**src/rtl/mport_pkg.sv**
```systemverilog
package mport_pkg;
  parameter int unsigned ADDR_W_DEF = 7;
  parameter int unsigned DATA_W_DEF = 8;
  parameter int unsigned SYNC_STAGES_DEF = 2;

  typedef enum logic {
    MODE_SHARED = 1'b0,
    MODE_SPLIT  = 1'b1
  } port_mode_e;
endpackage

```
**src/rtl/mport_sync.sv**
```systemverilog
module mport_sync #(
  parameter int unsigned WIDTH = 4,
  parameter int unsigned STAGES = 2,
  parameter logic [WIDTH-1:0] RST_VAL = '0
) (
  input  logic             clk_i,
  input  logic             rst_ni,
  input  logic [WIDTH-1:0] d_i,
  output logic [WIDTH-1:0] q_o
);
  logic [WIDTH-1:0] chain [STAGES];

  always_ff @(posedge clk_i or negedge rst_ni) begin
    if (!rst_ni) begin
      for (int s = 0; s < STAGES; s++) chain[s] <= RST_VAL;
    end else begin
      chain[0] <= d_i;
      for (int s = 1; s < STAGES; s++) chain[s] <= chain[s-1];
    end
  end

  assign q_o = chain[STAGES-1];
endmodule

```
**src/rtl/mport_frame.sv**
```systemverilog
module mport_frame
  import mport_pkg::*;
#(
  parameter int unsigned ADDR_W = ADDR_W_DEF,
  parameter int unsigned DATA_W = DATA_W_DEF
) (
  input  logic              clk_i,
  input  logic              rst_ni,
  input  port_mode_e        mode_i,
  input  logic              cs_s_i,
  input  logic              sclk_s_i,
  input  logic              din_s_i,
  input  logic [DATA_W-1:0] rdata_i,
  output logic [ADDR_W-1:0] addr_o,
  output logic [DATA_W-1:0] wdata_o,
  output logic              we_o,
  output logic              is_read_o,
  output logic              data_phase_o,
  output logic              dout_o
);
  localparam int unsigned CMD_W = ADDR_W + 1;
  localparam int unsigned TOT   = CMD_W + DATA_W;
  localparam int unsigned CNT_W = $clog2(TOT + 1);
  localparam int unsigned IDX_W = (DATA_W > 1) ? $clog2(DATA_W) : 1;

  logic [CNT_W-1:0]  cnt;
  logic [CMD_W-1:0]  cmd_sr, cmd_nxt;
  logic [DATA_W-1:0] dat_sr, dat_nxt, rd_byte;
  logic              sclk_q, ld_q, wr_q, rise;
  logic [CNT_W-1:0]  off;
  logic [IDX_W-1:0]  sel;

  assign rise = sclk_s_i & ~sclk_q;

  // bit order per mode: split shifts toward MSB, shared toward LSB
  always_comb begin
    if (mode_i == MODE_SPLIT) begin
      cmd_nxt = {cmd_sr[CMD_W-2:0], din_s_i};
      dat_nxt = {dat_sr[DATA_W-2:0], din_s_i};
    end else begin
      cmd_nxt = {din_s_i, cmd_sr[CMD_W-1:1]};
      dat_nxt = {din_s_i, dat_sr[DATA_W-1:1]};
    end
  end

  always_ff @(posedge clk_i or negedge rst_ni) begin
    if (!rst_ni) begin
      cnt     <= '0;
      cmd_sr  <= '0;
      dat_sr  <= '0;
      rd_byte <= '0;
      sclk_q  <= 1'b0;
      ld_q    <= 1'b0;
      wr_q    <= 1'b0;
    end else begin
      sclk_q <= sclk_s_i;
      ld_q   <= 1'b0;
      wr_q   <= 1'b0;
      if (cs_s_i) begin
        cnt <= '0;
      end else if (rise && cnt < CNT_W'(TOT)) begin
        cnt <= cnt + CNT_W'(1);
        if (cnt < CNT_W'(CMD_W)) cmd_sr <= cmd_nxt;
        else                     dat_sr <= dat_nxt;
        ld_q <= (cnt == CNT_W'(CMD_W - 1));
        wr_q <= (cnt == CNT_W'(TOT - 1)) && !cmd_sr[CMD_W-1];
      end
      if (ld_q && cmd_sr[CMD_W-1]) rd_byte <= rdata_i;
    end
  end

  assign addr_o       = cmd_sr[ADDR_W-1:0];
  assign wdata_o      = dat_sr;
  assign we_o         = wr_q;
  assign is_read_o    = cmd_sr[CMD_W-1];
  assign data_phase_o = (cnt >= CNT_W'(CMD_W)) && (cnt < CNT_W'(TOT));

  always_comb begin
    off = cnt - CNT_W'(CMD_W);
    sel = (mode_i == MODE_SPLIT) ? IDX_W'(DATA_W - 1) - off[IDX_W-1:0] : off[IDX_W-1:0];
  end

  assign dout_o = data_phase_o & is_read_o & rd_byte[sel];

  assert_we_single_R5: assert property (@(posedge clk_i) disable iff (!rst_ni)
    wr_q |=> !wr_q);
  assert_we_at_end_R5: assert property (@(posedge clk_i) disable iff (!rst_ni)
    wr_q |-> cnt == CNT_W'(TOT));
  assert_cnt_bound_R7: assert property (@(posedge clk_i) disable iff (!rst_ni)
    cnt <= CNT_W'(TOT));
  assert_cs_clears_R1: assert property (@(posedge clk_i) disable iff (!rst_ni)
    cs_s_i |=> cnt == '0);
  assert_cnt_step_R2: assert property (@(posedge clk_i) disable iff (!rst_ni)
    (cnt != $past(cnt)) |-> (cnt == '0 || cnt == $past(cnt) + CNT_W'(1)));
endmodule

```
**src/rtl/serial_reg_port.sv**
```systemverilog
module serial_reg_port
  import mport_pkg::*;
#(
  parameter int unsigned ADDR_W = ADDR_W_DEF,
  parameter int unsigned DATA_W = DATA_W_DEF,
  parameter int unsigned SYNC_STAGES = SYNC_STAGES_DEF
) (
  input  logic              clk_i,
  input  logic              rst_ni,
  input  logic              mode_i,
  input  logic              cs_ni,
  input  logic              sclk_i,
  input  logic              data1_i,
  input  logic              data2_i,
  output logic              data1_o,
  output logic              data1_oe_o,
  output logic [ADDR_W-1:0] reg_addr_o,
  output logic [DATA_W-1:0] reg_wdata_o,
  output logic              reg_we_o,
  input  logic [DATA_W-1:0] reg_rdata_i
);
  port_mode_e mode;
  logic [3:0] pins_s;
  logic       cs_s, sclk_s, d1_s, d2_s, din_s;
  logic       is_read, data_phase;

  assign mode = port_mode_e'(mode_i);

  mport_sync #(
    .WIDTH  (4),
    .STAGES (SYNC_STAGES),
    .RST_VAL(4'b1000)
  ) u_sync (
    .clk_i (clk_i),
    .rst_ni(rst_ni),
    .d_i   ({cs_ni, sclk_i, data1_i, data2_i}),
    .q_o   (pins_s)
  );

  assign {cs_s, sclk_s, d1_s, d2_s} = pins_s;
  assign din_s = (mode == MODE_SPLIT) ? d2_s : d1_s;

  mport_frame #(
    .ADDR_W(ADDR_W),
    .DATA_W(DATA_W)
  ) u_frame (
    .clk_i       (clk_i),
    .rst_ni      (rst_ni),
    .mode_i      (mode),
    .cs_s_i      (cs_s),
    .sclk_s_i    (sclk_s),
    .din_s_i     (din_s),
    .rdata_i     (reg_rdata_i),
    .addr_o      (reg_addr_o),
    .wdata_o     (reg_wdata_o),
    .we_o        (reg_we_o),
    .is_read_o   (is_read),
    .data_phase_o(data_phase),
    .dout_o      (data1_o)
  );

  // raw chip select gates the driver so release is immediate
  assign data1_oe_o = ~cs_ni & ((mode == MODE_SPLIT) | (data_phase & is_read));
endmodule

```
**config.mk**
```make
export PLATFORM = sky130hd
export DESIGN_NAME = serial_reg_port
export DESIGN_NICKNAME = d
export VERILOG_FILES = /design/src/rtl/mport_pkg.sv /design/src/rtl/mport_sync.sv /design/src/rtl/mport_frame.sv /design/src/rtl/serial_reg_port.sv
export SDC_FILE = /design/constraint.sdc
export NUM_CORES = 1
export LEC_CHECK = 0
export ABC_AREA = 1
export BUFFER_PORTS_ARGS = -buffer_cell sky130_fd_sc_hd__buf_2
export CORE_UTILIZATION = 35
export CTS_CLUSTER_SIZE = 30
export DETAILED_ROUTE_END_ITERATION = 10
export GPL_TIMING_DRIVEN = 0
export PLACE_DENSITY_LB_ADDON = 0.05
export RECOVER_POWER = 50
export SLEW_MARGIN = 20
export SYNTH_ARGS = -nofsm -noshare
export SYNTH_HDL_FRONTEND = slang
export SYNTH_SLANG_ARGS = --single-unit
```
**constraint.sdc**
```tcl
create_clock -name clk_i -period 1.4 [get_ports clk_i]
set_input_delay 0.21 -clock clk_i [delete_from_list [all_inputs] [get_ports clk_i]]
set_output_delay 0.21 -clock clk_i [all_outputs]
set_load 0.01 [all_outputs]
```
* Word-level counts from Yosys, hierarchy flattened
Cells that the tools add are included.
** Word-level totals
- Flip-flop bits (word level) :: 40
- Input port bits :: 15
- Output and inout port bits :: 18
- Logic and storage cells :: 47
** Operators by class
- $add $sub $neg :: 3
- Magnitude comparators :: 4
- Equality and inequality tests :: 2
- Mux-type cells :: 12
- Bitwise gates (word level) :: 9
- Reductions and logical operators :: 8
** Operators with widths (count)
- 2-to-1 mux 8 bit :: 2
- 2-to-1 mux 5 bit :: 2
- 2-to-1 mux 1 bit :: 6
- AND reduction 3 bit :: 2
- adder 5 x 1 -> 5 bit (second input constant) :: 1
- == test 5 x 3 -> 1 bit (second input constant) :: 1
- == test 5 x 4 -> 1 bit (second input constant) :: 1
- >= comparator 5 x 4 -> 1 bit (second input constant) :: 1
- < comparator 5 x 4 -> 1 bit (second input constant) :: 1
- < comparator 5 bit (second input constant) :: 1
- bitwise AND 1 bit :: 4
- logical AND 1 bit :: 4
- < comparator 3 x 4 -> 1 bit (second input constant) :: 1
- inverter 1 bit :: 4
- binary-select mux 1 bit (select 3 bit) :: 1
- 2-to-1 mux 3 bit :: 1
- subtractor 3 x 1 -> 3 bit (second input constant) :: 1
- subtractor 3 bit (first input constant) :: 1
- nonzero test 2 bit :: 1
- zero test 1 bit :: 1
- OR 1 bit :: 1

* Longest topological paths before layout
- Depth in word-level cells :: 6
- Mapped depth :: 9
- Depth with buffers taken out :: 8

* Modules after synthesis
A second synthesis with hierarchy kept.
** Second synthesis, totals
- Cells, all modules :: 201
- Area, all modules :: 1860.5 um^2
** By module, submodules not included
- mport_frame :: instances 1, cells each 183, area each 1600.3 um^2
- mport_sync :: instances 1, cells each 12, area each 232.7 um^2
- serial_reg_port :: instances 1, cells each 6, area each 27.5 um^2

* Worst setup path after synthesis
OpenSTA, ideal clock, no wires.
- Kind :: reg-to-reg
- From :: register u_frame.cnt[1]
- To :: register u_frame.cnt[4]
- Setup time :: 0.095 ns
- Arrival time :: 1.199 ns
- Data required time :: 1.305 ns
- Path slack :: 0.106 ns
- Cell stages (with the launch flop) :: 6
- Buffers on the path :: 0
- Cells stage by stage :: dfrtp_1 -> ha_1 -> nand2_1 -> nor2_1 -> ha_1 -> o31ai_1
** Between the ends
- Longest elaborated chain between the ends :: 3
- Elaborated cells on any way between the ends :: 6
- Classes of those cells :: 1 x add/sub; 1 x order compare; 2 x mux; 2 x reduce/logical
** RTL lines
- from (decl) :: RTL line mport_frame.sv:26 : logic [CNT_W-1:0] cnt;
- from (signal assigned) :: RTL line mport_frame.sv:62 : cnt <= cnt + CNT_W'(1);
- adder 5 x 1 -> 5 bit / < comparator 5 bit (equally long branches) :: RTL line mport_frame.sv:62, mport_frame.sv:61
- 2-to-1 mux 5 bit / logical AND 1 bit (equally long branches) :: RTL line mport_frame.sv:61 : end else if (rise && cnt < CNT_W'(TOT)) begin
- 2-to-1 mux 5 bit / nonzero test 2 bit (equally long branches)
Parallel ways exist; a longest one is shown, timed or not. The select of a mux whose other input is x is not followed.
A chain may end at the register's enable or synchronous reset.

* Worst setup path in the final report
- From :: register u_frame.cnt[0]
- To :: register u_frame.cnt[4]
The elaborated chain is that of the path after synthesis.

==> metrics <==
status=finished, violations left; failing checks=negative setup slack; Fill cells=464; detailed-route via count=1,526; WHS=12.6 ps; Max transition margin=32.0%; critical path class=register to register; CTS tree=done; n_diodes=0; global-route wire length before repair=6.52 mm; die span in y=73.9 um; Internal=1.91 mW; Clock power frac=36.3%; H-tree Lvls=2; Pwr per Cell Area=1050 nW/um^2; Seq pwr share=49.7%; commonest non-fill, non-tap cell in the layout=dfrtp_1; FF-to-FF End=u_frame.cnt[4]; post-synthesis mux area share=1.87%; Initial DRC Count=54; dpl ws=-37.8 ps; FF-to-FF setup slack=-210 ps; worst setup path start=u_frame.cnt[0]; Clock Pin Slew Worst Setup and Hold Paths=80 ps; XOR/XNOR Fraction of Synth Area=between 1 and 1.5%; Combinational Power Share=13.9%; Synth Instances=194; switching portion of total power=25.7%; #FFs+latches synth=40; Worst R2R Path Depth=8; initial antenna violation count=0; I/O pin total=33; startpoint types=register; HPWL Detailed=2.61 mm; root buffer cell=clkbuf_8; synthesis warning total=0; post-route ant nets=0; clk buf depth=2; Starting Density=37.3%; syn nets=approximately 210; CP endpoint kind=register; CTS sink cnt=40; Critical Path AT=~1800 ps; largest net degree at the start of global routing=41; post-synthesis compound-gate area fraction=14.3%; Data required, critical path=1600 ps; die width=73.9 um; minimum clock period=around 1600 ps; Pins Over Slew Limit=0; RePlAce Congestion=0.760; Post-Synth Simple-Gate Area=17.0%; Site Rows=25; most frequent cells in the layout=dfrtp_1, buf_2, nand2_1; drt pass-1 iters=4; Yosys top cell area share=52.6%; fin worst setup slack=-208 ps; Max Cap Viol=0; worst slew pin tran=1020 ps; final setup violation count=4; biggest area consumer among synthesized cells=dfrtp_1; Synth Area in Adders=between 1 and 1.5%; post-layout util=roughly 50%; TritonCTS Buffers=5; Clock Latency Late Sink=around 300 ps; Distinct cells, synth=28; post-DR wirelength/cell=approximately 13 um; Worst Skew=8.84 ps; area grow syn2layout=34.7%; Worst R2R Start=u_frame.cnt[0]; top post-synthesis cells by area=dfrtp_1, nand2_1, o21ai_0, inv_1, o211ai_1; Hold Path Class=input pin to register; largest family of logic cells by synthesized area=simple AND/OR/NAND/NOR gates; Die Area=5460 sq um; Max VDD drop=0.000563 V; CP max FO=3; Sw Pwr=0.660 mW; final worst path period share=115%; Fmax=622 MHz; Final Hold Vio Count=0; share of cells above drive strength 1=37.5%; All-Layer GR Usage=between 15 and 20%; post-synthesis cell area=1810 sq um; GRT overflow=0; number of port buffers=31; Worst Setup EP=u_frame.cnt[4]; nets=267; Core ar.=4850 sq um; Static Leakage=1.15 nW; RSZ-0062 raised after global routing=yes; Seq/Total Area, Yosys=55.5%; drt total wl=about 4.0 mm; DRC violations left=0; vias in the first global route=between 1,000 and 1,500; Mean Syn Cell Area=approximately 9.3 sq um; vias per cell=4.80
==> repair_timing <==
action,CTS,global route
hold endpoints to repair,0,2
gates resized for setup,16,30
pin swaps,6,12
cloned,0,1
hold buffers,0,2
buffers inserted,6,10
endpoints found under the setup margin,3,27
==> Yosys cell counts <==
cell      count
inv_1        27
buf_2         3
nand3_1       7
o211ai_1     12
nand3b_1      1
a21oi_2       1
buf_4         1
inv_2         1
a21oi_1       8
buf_6         2
nor2_2        2
o31ai_1       1
nor4_1        1
nor3_4        2
buf_1         1
nand4_1       1
o21a_1        1
nand2_4       1
mux2_2        3
o21ai_0      21
xor2_1        1
nor3_1        1
nand2_1      35
dfstp_2       2
nor2_1       16
dfrtp_1      38
ha_1          2
xnor2_1       2
==> registers in the layout (all words and copies together) (netlist names) <==
signal           count
u_sync.chain         4
u_frame.cnt          5
u_frame.sclk_q       1
u_frame.cmd_sr       8
u_frame.ld_q         1
u_frame.wdata_o      8
u_sync.q_o           4
u_frame.rd_byte      8
u_frame.we_o         1
==> final cells by class <==
type                       count  area, sq um  area share (%)
timing repair buffer          50          333            13.7
clock buffer                   6         72.6            2.98
multi-input combinational    119          761            31.2
buffer                         6         38.8            1.59
tap                           67         83.8            3.44
clock inverter                 2         35.0            1.44
sequential                    40         1010            41.3
inverter                      28          108            4.41
==> routing by layer <==
metal,vias up,GRT usage (%),routed length [um]
met4,0,8.55,112
met5,-,0,0
li1,741,-,-
met1,733,20.1,1820
met3,11,4.80,173
met2,41,25.4,1910
==> per-stage QoR <==
| step | TNS, ps | instance area [sq um] | power, mW | instances |
|---|---|---|---|---|
| detailed placement | -50.3 | 2050 | 1.58 | 292 |
| global route | -1390 | 2440 | 2.70 | 318 |
| finish | -458 | 2440 | 2.57 | 318 |
| global placement | 0 | 2050 | 1.57 | 292 |
| CTS | -357 | 2260 | 2.55 | 306 |
| floorplan | 0 | 1810 | 1.46 | 194 |
==> power by group through the flow <==
| stage | logic, mW | registers [mW] | clock network [mW] |
|---|---|---|---|
| floorplan | 0.145 | 1.31 | 0 |
| global placement | 0.275 | 1.30 | 0 |
| detailed placement | 0.283 | 1.30 | 0 |
| CTS | 0.317 | 1.28 | 0.958 |
| global route | 0.402 | 1.29 | 1.01 |
| finish | 0.358 | 1.28 | 0.934 |
==> worst min-delay path by stage <==
| stage | from | endpoint | slack [ps] | cells past startpoint |
|---|---|---|---|---|
| 5_1_grt | data2_i | u_sync.chain[4] | 3 | 1 |
| 4_1_cts | sclk_i | u_sync.chain[6] | 4 | 1 |
| 3_3_place_gp | data1_i | u_sync.chain[5] | 320 | 1 |
| 6_report | data2_i | u_sync.chain[4] | 10 | 1 |
| 2_1_floorplan | rst_ni | u_frame.cmd_sr[0] | -90 | 0 |
| 3_5_place_dp | sclk_i | u_sync.chain[6] | 320 | 1 |
==> cell families after synthesis <==
logic type | after synthesis
xor gates and xnor gates | 3
muxes | 3
and+or+nand+nor | 67
buffers and inverters | 35
DFF | 40
adders and majority gates | 2
AOI/OAI and AO/OA | 44
==> critical path: stages, from the launching register on <==
cell	delay (ps)
dfrtp_1	420
buf_6	130
buf_4	120
buf_6	110
ha_4	160
nand2_4	80
nor2_4	50
ha_4	220
o31ai_1	210
Note: power is estimated with default switching activity, not from simulation.
